`config.mk`:
```
export PLATFORM = sky130hd
export DESIGN_NAME = flag_branch_unit
export DESIGN_NICKNAME = d
export VERILOG_FILES = /design/src/rtl/flag_branch_pkg.sv /design/src/rtl/fbu_bit_xfer.sv /design/src/rtl/fbu_branch_eval.sv /design/src/rtl/fbu_flag_reg.sv /design/src/rtl/flag_branch_unit.sv
export SDC_FILE = /design/constraint.sdc
export NUM_CORES = 1
export LEC_CHECK = 0
export ABC_AREA = 0
export BUFFER_PORTS_ARGS = -buffer_cell sky130_fd_sc_hd__buf_2
export CAP_MARGIN = 20
export CORE_ASPECT_RATIO = 1.5
export CORE_MARGIN = 10
export CORE_UTILIZATION = 39
export CTS_BUF_LIST = sky130_fd_sc_hd__clkbuf_16
export DETAILED_ROUTE_END_ITERATION = 8
export HOLD_SLACK_MARGIN = 0.12
export PLACE_DENSITY = 0.77
export SYNTH_ARGS = -nofsm -noshare
export SYNTH_HDL_FRONTEND = slang
export SYNTH_SLANG_ARGS = --single-unit
```
`constraint.sdc`:
```
create_clock -name clk -period 1.7 [get_ports clk]
set_input_delay 0.085 -clock clk [delete_from_list [all_inputs] [get_ports clk]]
set_output_delay 0.085 -clock clk [all_outputs]
set_load 0.02 [all_outputs]
```
`src/rtl/flag_branch_pkg.sv`:
```
// Package: shared command encoding and status bit positions for the
// flag/branch unit. Assumes an eight-bit status word.
package flag_branch_pkg;

    localparam int FLAG_W = 8;
    localparam int IDX_W  = 3;

    // Status bit positions (behavioural: index decoding depends on them)
    localparam int POS_C = 0;
    localparam int POS_Z = 1;
    localparam int POS_N = 2;
    localparam int POS_V = 3;
    localparam int POS_S = 4;
    localparam int POS_H = 5;
    localparam int POS_T = 6;
    localparam int POS_I = 7;

    typedef enum logic [2:0] {
        CMD_NONE      = 3'd0,
        CMD_BR_SET    = 3'd1,
        CMD_BR_CLR    = 3'd2,
        CMD_FLAG_ONE  = 3'd3,
        CMD_FLAG_ZERO = 3'd4,
        CMD_BIT_STORE = 3'd5,
        CMD_BIT_LOAD  = 3'd6,
        CMD_SPARE     = 3'd7
    } flag_cmd_e;

endpackage

```
`src/rtl/fbu_bit_xfer.sv`:
```
// Module: bit transfer path between a register byte and the T flag.
// Extracts the bit to store into T and builds the byte for a bit load.
// Assumes idx selects a bit of an eight-bit operand; purely combinational
// apart from the clocked assertions.
module fbu_bit_xfer
    import flag_branch_pkg::*;
(
    input  logic              clk,
    input  logic              rst_n,
    input  logic [IDX_W-1:0]  idx,
    input  logic [FLAG_W-1:0] operand,
    input  logic              t_bit,
    output logic              store_bit,
    output logic [FLAG_W-1:0] loaded
);

    // Pick the operand bit that a bit store copies into T
    always_comb begin
        store_bit = operand[idx];
    end

    // Replace the addressed operand bit with T for a bit load
    always_comb begin
        loaded      = operand;
        loaded[idx] = t_bit;
    end

    // only the addressed bit may differ from the operand
    a_r11_other_bits: assert property (@(posedge clk) disable iff (!rst_n)
        (((loaded ^ operand) & ~(FLAG_W'(1) << idx)) == '0));

    // the addressed bit carries T
    a_r11_t_bit: assert property (@(posedge clk) disable iff (!rst_n)
        (loaded[idx] == t_bit));

endmodule

```
`src/rtl/fbu_branch_eval.sv`:
```
// Module: branch condition test, target adder and cycle count.
// Assumes the status word is the registered value of the current cycle
// and that OFS_W <= PC_W. SIGN_FROM_NV selects whether index 4 tests
// the live N^V combination or the stored sign bit.
module fbu_branch_eval
    import flag_branch_pkg::*;
#(
    parameter int PC_W         = 10,
    parameter int OFS_W        = 7,
    parameter bit SIGN_FROM_NV = 1'b1
) (
    input  logic              clk,
    input  logic              rst_n,
    input  flag_cmd_e         cmd,
    input  logic [IDX_W-1:0]  idx,
    input  logic [FLAG_W-1:0] status,
    input  logic [PC_W-1:0]   pc,
    input  logic [OFS_W-1:0]  offset,
    output logic              taken,
    output logic [PC_W-1:0]   target,
    output logic [1:0]        cycles
);

    localparam logic [PC_W-1:0] PC_ONE = PC_W'(1);

    logic sel_bit;
    logic is_branch;
    logic [PC_W-1:0] ofs_ext;

    generate
        if (SIGN_FROM_NV) begin : g_nv_sign
            // Index 4 uses the signed comparison result N xor V
            always_comb begin
                if (idx == IDX_W'(POS_S))
                    sel_bit = status[POS_V] ^ status[POS_N];
                else
                    sel_bit = status[idx];
            end
        end else begin : g_stored_sign
            // Every index reads the stored status bit
            always_comb begin
                sel_bit = status[idx];
            end
        end
    endgenerate

    // Decide whether the command is a branch and whether it is taken
    always_comb begin
        is_branch = (cmd == CMD_BR_SET) || (cmd == CMD_BR_CLR);
        taken     = ((cmd == CMD_BR_SET) &&  sel_bit) ||
                    ((cmd == CMD_BR_CLR) && !sel_bit);
    end

    // Sign-extend the offset and form PC + k + 1 modulo the PC width
    always_comb begin
        ofs_ext = PC_W'($signed(offset));
        target  = pc + ofs_ext + PC_ONE;
    end

    // Taken branches cost two cycles, everything else one
    always_comb begin
        cycles = taken ? 2'd2 : 2'd1;
    end

    // a taken branch reports two cycles, otherwise one
    a_r7_taken_two: assert property (@(posedge clk) disable iff (!rst_n)
        taken |-> (cycles == 2'd2));
    a_r7_idle_one: assert property (@(posedge clk) disable iff (!rst_n)
        !taken |-> (cycles == 2'd1));

    // commands that are not branches never take
    a_r12_no_take: assert property (@(posedge clk) disable iff (!rst_n)
        !is_branch |-> !taken);

endmodule

```
`src/rtl/fbu_flag_reg.sv`:
```
// Module: the status word register. Merges masked ALU results with the
// explicit flag commands; an explicit command wins on the bit it targets.
// Assumes one command per cycle; reset is synchronous and active low.
module fbu_flag_reg
    import flag_branch_pkg::*;
(
    input  logic              clk,
    input  logic              rst_n,
    input  flag_cmd_e         cmd,
    input  logic [IDX_W-1:0]  idx,
    input  logic [FLAG_W-1:0] alu_mask,
    input  logic [FLAG_W-1:0] alu_flags,
    input  logic              store_bit,
    output logic [FLAG_W-1:0] status
);

    logic [FLAG_W-1:0] status_nxt;

    // Compute the next status word: ALU merge, then command override
    always_comb begin
        status_nxt = (status & ~alu_mask) | (alu_flags & alu_mask);
        case (cmd)
            CMD_FLAG_ONE:  status_nxt[idx]   = 1'b1;
            CMD_FLAG_ZERO: status_nxt[idx]   = 1'b0;
            CMD_BIT_STORE: status_nxt[POS_T] = store_bit;
            default: ;
        endcase
    end

    // Register the status word
    always_ff @(posedge clk) begin
        if (!rst_n)
            status <= '0;
        else
            status <= status_nxt;
    end

    // a force-to-one leaves the addressed bit at 1
    a_r8_force_one: assert property (@(posedge clk) disable iff (!rst_n)
        (cmd == CMD_FLAG_ONE) |=> (status[$past(idx)] == 1'b1));

    // a force-to-zero leaves the addressed bit at 0
    a_r8_force_zero: assert property (@(posedge clk) disable iff (!rst_n)
        (cmd == CMD_FLAG_ZERO) |=> (status[$past(idx)] == 1'b0));

    // a bit store lands in T
    a_r10_store_t: assert property (@(posedge clk) disable iff (!rst_n)
        (cmd == CMD_BIT_STORE) |=> (status[POS_T] == $past(store_bit)));

    // a bit load with no ALU write leaves the word alone
    a_r11_load_quiet: assert property (@(posedge clk) disable iff (!rst_n)
        ((cmd == CMD_BIT_LOAD) && (alu_mask == '0)) |=> $stable(status));

    // with no command, masked bits follow the ALU values
    a_r2_alu_merge: assert property (@(posedge clk) disable iff (!rst_n)
        (cmd == CMD_NONE) |=>
            (((status ^ $past(alu_flags)) & $past(alu_mask)) == '0));

endmodule

```
`src/rtl/flag_branch_unit.sv`:
```
// Module: top of the status flag and conditional branch resolver.
// Connects the status register, the branch evaluator and the bit
// transfer path. Branch outputs are combinational from the registered
// status word and the current command.
module flag_branch_unit
    import flag_branch_pkg::*;
#(
    parameter int PC_W         = 10,
    parameter int OFS_W        = 7,
    parameter bit SIGN_FROM_NV = 1'b1
) (
    input  logic              clk,
    input  logic              rst_n,
    input  logic [2:0]        cmd_i,
    input  logic [2:0]        flag_idx_i,
    input  logic [7:0]        alu_mask_i,
    input  logic [7:0]        alu_flags_i,
    input  logic [OFS_W-1:0]  offset_i,
    input  logic [PC_W-1:0]   pc_i,
    input  logic [7:0]        operand_i,
    output logic [7:0]        status_o,
    output logic              taken_o,
    output logic [PC_W-1:0]   target_o,
    output logic [1:0]        cycles_o,
    output logic [7:0]        bitload_o
);

    flag_cmd_e         cmd;
    logic              store_bit;
    logic [FLAG_W-1:0] status;

    // Decode the raw command bits into the shared encoding
    always_comb begin
        cmd = flag_cmd_e'(cmd_i);
    end

    fbu_bit_xfer i_xfer (
        .clk       (clk),
        .rst_n     (rst_n),
        .idx       (flag_idx_i),
        .operand   (operand_i),
        .t_bit     (status[POS_T]),
        .store_bit (store_bit),
        .loaded    (bitload_o)
    );

    fbu_flag_reg i_flags (
        .clk       (clk),
        .rst_n     (rst_n),
        .cmd       (cmd),
        .idx       (flag_idx_i),
        .alu_mask  (alu_mask_i),
        .alu_flags (alu_flags_i),
        .store_bit (store_bit),
        .status    (status)
    );

    fbu_branch_eval #(
        .PC_W         (PC_W),
        .OFS_W        (OFS_W),
        .SIGN_FROM_NV (SIGN_FROM_NV)
    ) i_branch (
        .clk    (clk),
        .rst_n  (rst_n),
        .cmd    (cmd),
        .idx    (flag_idx_i),
        .status (status),
        .pc     (pc_i),
        .offset (offset_i),
        .taken  (taken_o),
        .target (target_o),
        .cycles (cycles_o)
    );

    // Expose the status word
    always_comb begin
        status_o = status;
    end

endmodule

```
== After elaboration in Yosys (flattened, before gate mapping) ==
Index checks and enable logic that the tools add are counted.
Widths: inputs -> output; s select.
Operators by class
  order comparisons: 2
  mux-type cells: 12
  equality and inequality tests: 6
  $add $sub $neg: 2
  reduce and logical (&&, ||, !) cells: 5
  bitwise operators: 8
Operator list (count)
  $and 8x8->8: 3
  $not 8->8: 2
  $or 8x8->8: 2
  $pmux 6 s2: 1
  $add 10x1->10 const B: 1
  $add 10x10->10: 1
  $eq 3x3->1 const B: 3
  $bwmux 8: 1
  $bmux 1 s3: 2
  $eq 3x2->1 const B: 2
  $lt 3x4->1 const B: 1
  $mux 1: 4
  $demux 1 s3: 1
  $eq 3x1->1 const B: 1
  $ge 3x1->1 const B: 1
  $logic_and 1x1->1: 3
  $pmux 1 s3: 1
  $mux 2: 1
  $pmux 1 s2: 1
  $logic_not 1->1: 1
  $logic_or 1x1->1: 1
  $xor 1x1->1: 1
Word-level totals
  input bits: 49
  flip-flop bits (word level): 8

== Logic depth before layout (Yosys ltp) ==
  depth in word-level cells: 7
  gate-level depth with buffers: 8
  mapped depth without buffers: 8

== Modules after synthesis ==
A second synthesis with hierarchy kept.
Unflattened totals
  cell total of the unflattened synthesis: 150
  area total of the unflattened synthesis: 1282.5 µm²
By module, submodules not included
  fbu_branch_eval: area an instance 544.3 µm², sequential area each 0.0 µm², cells an instance 70, times used 1
  fbu_flag_reg: area an instance 475.5 µm², sequential area each 160.2 µm², cells an instance 48, times used 1
  fbu_bit_xfer: area an instance 262.8 µm², sequential area each 0.0 µm², cells an instance 32, times used 1

== Least setup slack after synthesis ==
Ideal clock, no wire load.
  path type: flip-flop to output port
  start point: register i_flags.status[6]
  end point: output port cycles_o[1]
  arrival: 1.586 ns
  slack: 0.029 ns
  data required time: 1.615 ns
  path buffers: 2
  stages on the path, launching flop included: 8
  path through: dfxtp_1 clkbuf_2 mux2_2 nand2_1 a21oi_1 o21ai_1 mux2_2 buf_4
Between the ends
  word-level cells in the longest chain between the ends: 7
  elaborated cells between the ends (all ways): 8
  those cells by class: 4 x mux; 4 x reduce/logical
RTL lines
  from (decl): line fbu_flag_reg.sv:14  | output logic [FLAG_W-1:0] status
  from (signal assigned): line fbu_flag_reg.sv:35  | status <= status_nxt;
  $bmux 1 s3 (*): line fbu_branch_eval.sv:37  | sel_bit = status[idx];
  $mux 1 (not written as such) (*): line fbu_branch_eval.sv:37
  $mux 1 (*): line fbu_branch_eval.sv:34  | if (idx == IDX_W'(POS_S))
  $logic_not 1->1: line fbu_branch_eval.sv:51  | ((cmd == CMD_BR_CLR) && !sel_bit);
  $logic_and 1x1->1: line fbu_branch_eval.sv:51
  $logic_or 1x1->1 (*): line fbu_branch_eval.sv:50  | taken = ((cmd == CMD_BR_SET) && sel_bit) ||
  named net taken_o: line flag_branch_unit.sv:22  | output logic taken_o,
  $mux 2 (*): line fbu_branch_eval.sv:62  | cycles = taken ? 2'd2 : 2'd1;
  to (decl): line flag_branch_unit.sv:24  | output logic [1:0] cycles_o,
Mark *: on every way through the listed nets, which the timed path passes. The rest lies on a longest branch. The select of a mux whose other input is x is not followed.

== Worst setup path after layout ==
  start point: input port pc_i[0]
  end point: output port target_o[8]
Between the ends
  word-level cells in the longest chain between the ends: 2
RTL lines
  from (decl): line flag_branch_unit.sv:19  | input logic [PC_W-1:0] pc_i,
  $add 10x10->10: line fbu_branch_eval.sv:57  | target = pc + ofs_ext + PC_ONE;
  $add 10x1->10: line fbu_branch_eval.sv:57
  to (decl): line flag_branch_unit.sv:23  | output logic [PC_W-1:0] target_o,
No other way between the ends.

==> qor.txt <==
Clock Pin Slew Worst Setup and Hold Paths -> 40 ps
Worst slew margin relative to its limit -> 64.3%
Ys async rst share -> 0%
Slew at the pin closest to its max-slew limit -> 533 ps
Global-route wire length before repair -> 6820 um
Combinational cell fraction of total power -> 50.4%
Internal power of the cells -> 797 uW
Via count normalized by instance count -> 5.35
Fraction of the yosys area taken by sequential cells -> 13.0%
Cell with the most instances after synthesis -> sky130_fd_sc_hd__a21oi_1
Maximum clock skew at final layout -> 0 ps
Aggregate negative setup slack -> -84.3 ps
Instance count along the most critical hold path -> 2
Synthesis warning total -> 0
Status -> finished with violations
Static leakage -> 0.000923 uW
Largest registers -> i_flags.status (8)
Cts-stage hold buffer count -> 0
Final global-route overflow total -> 0
Max Clk Rate -> 566 MHz
CTS tree -> built
Antenna violations before repair -> 0
Final Worst Setup Slack -> -68.1 ps
Clock latency on the worst-skew pair -> 230 ps
Post-DR wirelength/cell -> 16.2 um
Y dimension of the die -> 88.9 um
Top post-synthesis cells by area -> sky130_fd_sc_hd__dfxtp_1 13%, sky130_fd_sc_hd__ha_1 9.1%, sky130_fd_sc_hd__mux2_2 9.1%
Worst VDD drop -> 0.643 mV
Final setup violation count -> 3
Final design area excluding fillers -> 1830 sq um
IO Pins -> 78
Mean Syn Cell Area -> 7.90 sq um
Cell accounting for the most synthesized area -> sky130_fd_sc_hd__dfxtp_1
Row count -> 24
Hold worst-path end -> i_flags.status[6]$_SDFF_PN0_
Vias in the first global route -> 1583
Kind of start point of the critical path -> input port
Share of the cycle needed by the critical path after routing -> 104%
Capture point of the worst reg-to-reg path -> i_flags.status[6]$_SDFF_PN0_
Cell at the root of the clock tree -> sky130_fd_sc_hd__clkbuf_16
# diodes -> 0
Shortest clock period the worst path allows after layout -> 1770 ps
Total via count after detailed routing -> 1466
Primary FF master, synth -> sky130_fd_sc_hd__dfxtp_1
Ranking of synthesized cells by instance count -> 21 x sky130_fd_sc_hd__a21oi_1, 14 x sky130_fd_sc_hd__nor2_1, 11 x sky130_fd_sc_hd__mux2i_1, 11 x sky130_fd_sc_hd__o21a_1
DRT antenna net count -> 0
Number of flops mapped to enable cells by yosys -> 0
Worst path required time -> 1620 ps
DIE AREA -> 5860 sq um
Area growth from synthesis to final layout -> 48.8%
CTS max path bufs -> 2
Arrival time of data at the critical path endpoint -> 1680 ps
H-tree depth reported by CTS -> 1
Overall fraction of global-route tracks in use -> 14.4%
Pre-antenna DRT Iters -> 4
Register Area -> 161 sq um
Routability cong. -> 0.893
Clk network pwr share -> 32.0%
Number of CTS-inserted buffers -> 3
Drt initial violations -> 67
Net switching power of the design -> 461 uW
Register share of total power -> 17.6%
Unique cell type count in the Yosys netlist -> 39
Launching point of the worst reg2reg path -> i_flags.status[6]$_SDFF_PN0_
Share of Yosys cell area claimed by the top area cell type -> 13.0%
Final hold violations -> 0
Setup repair after global routing missed its margin -> true
Number of instances in the synthesized netlist -> 156
Number of buffers inserted by port buffering -> 77
Area of the multi-input gates -> 1030 sq um
Post-detailed-route DRC marker count -> 0
Fill cell instance count of the final layout -> 284
Syn_nets -> 215
Sinks on the clock net -> 8
Net count reported at finish -> 296
Half-perimeter wire length of the detailed placement result -> 3670 um
Endpoint type of the worst setup path -> output pin
Sum of routed wire length over all layers -> 4440 um
Area after DPL -> 1660 sq um
Final Max Slew Viols -> 0
Std-Cell Core Area -> 2970 sq um
Synth Register Bits -> 8
Floorplan die width -> 65.9 um
Crit Path Max Fanout -> 2
Slack of the worst reg-to-reg path -> 530 ps
Power Density -> 686 nW/um^2
Most flops, register -> i_flags.status
Hold Crit Class -> in2reg
Failing checks -> setup timing
Worst R2R Path Depth -> 5
Share of layout cells above drive strength 1 -> 49.4%
Largest register FFs -> 8
HP Start -> rst_n
Maxcap violations -> 0
Total power after layout -> 1260 uW
Kind of critical path -> in2out
Cell Area, Synth -> 1230 sq um
Largest net degree at the start of global routing -> 12
Starting density of the core -> 41.5%
Sw Ratio -> 36.7%
==> layout make-up <==
| type | count | share of cell area [%] |
|---|---|---|
| repair buffers | 85 | 26.1 |
| clock buffers | 3 | 4.09 |
| well taps | 39 | 2.66 |
| inverters | 10 | 2.18 |
| multi-input cells | 129 | 56.2 |
| flip-flops and latches | 8 | 8.80 |
==> layout by cell type (no fill, tap or decap), types with 3 or more instances in the layout <==
cell type	n
sky130_fd_sc_hd__a21oi_1	20
sky130_fd_sc_hd__nor3_1	4
sky130_fd_sc_hd__buf_6	4
sky130_fd_sc_hd__o21a_1	11
sky130_fd_sc_hd__mux2i_1	11
sky130_fd_sc_hd__ha_1	7
sky130_fd_sc_hd__mux2_2	8
sky130_fd_sc_hd__buf_4	11
sky130_fd_sc_hd__nand2_1	9
sky130_fd_sc_hd__inv_1	7
sky130_fd_sc_hd__xnor2_1	8
sky130_fd_sc_hd__nor2_1	14
sky130_fd_sc_hd__buf_2	70
sky130_fd_sc_hd__dfxtp_1	7
sky130_fd_sc_hd__clkbuf_16	3
==> critical path: stages <==
cell	delay (ps)
sky130_fd_sc_hd__buf_6	100
sky130_fd_sc_hd__inv_4	50
sky130_fd_sc_hd__ha_4	130
sky130_fd_sc_hd__fa_2	210
sky130_fd_sc_hd__inv_2	30
sky130_fd_sc_hd__a21o_1	180
sky130_fd_sc_hd__a41o_1	210
sky130_fd_sc_hd__o41ai_2	380
sky130_fd_sc_hd__xnor2_1	150
sky130_fd_sc_hd__buf_4	160
==> layer usage <==
metal | vias to the layer above | routed length [um] | part of all wire, % | GRT usage, %
met5 | - | 0 | 0 | 0
li1 | 718 | - | - | -
met2 | 67 | 2410 | 54 | 28.0
met3 | 7 | 315 | 7.1 | 4.30
met1 | 674 | 1660 | 37 | 13.4
met4 | 0 | 55 | 1.2 | 5.86
==> metrics by stage <==
step                hold slack (ps)  instances  setup slack [ps]  utilization [%]
finish                          179        274             -68.1             61.7
global placement                412        271             -43.9             56.0
detailed placement              415        271             -71.6             56.0
floorplan                       319        156              28.8                -
global route                    180        274              -181             61.7
CTS                             172        274             -55.8             59.5
==> timing repair <==
item / CTS / global route
setup endpoints to repair: 5 / 7
pin swaps: 2 / 8
setup buffers: 0 / 0
resized for setup: 8 / 19
==> kinds of logic (layout without fill, tap and decap cells) <==
family	Yosys count	in the layout	share of synthesized area, %
AOI/OAI and AO/OA	45	45	23.6
and+or+nand+nor	42	42	16.4
muxes	23	23	21.7
buffers and inverters	19	98	8.12
adders and majority gates	10	10	10.8
xor gates and xnor gates	9	9	6.40
DFF	8	8	13.0
==> how the worst max path moves through the flow <==
| stage | cells past startpoint | slack, ps | endpoint | start |
|---|---|---|---|---|
| floorplan | 7 | 30 | cycles_o[1] | i_flags.status[6]$_SDFF_PN0_ |
| global placement | 10 | -40 | target_o[8] | offset_i[0] |
| detailed placement | 8 | -70 | target_o[7] | offset_i[2] |
| CTS | 10 | -60 | target_o[8] | offset_i[0] |
| global route | 10 | -180 | target_o[8] | pc_i[0] |
| finish | 10 | -70 | target_o[8] | pc_i[0] |
==> power groups by stage <==
stage          combinational (uW)  sequential, uW  clock, uW
2_1_floorplan                 371             239          0
4_1_cts                       616             220        404
3_5_place_dp                  596             222          0
5_1_grt                       688             223        415
3_3_place_gp                  586             222          0
6_report                      634             221        403
(Power assumes the default switching activity.)
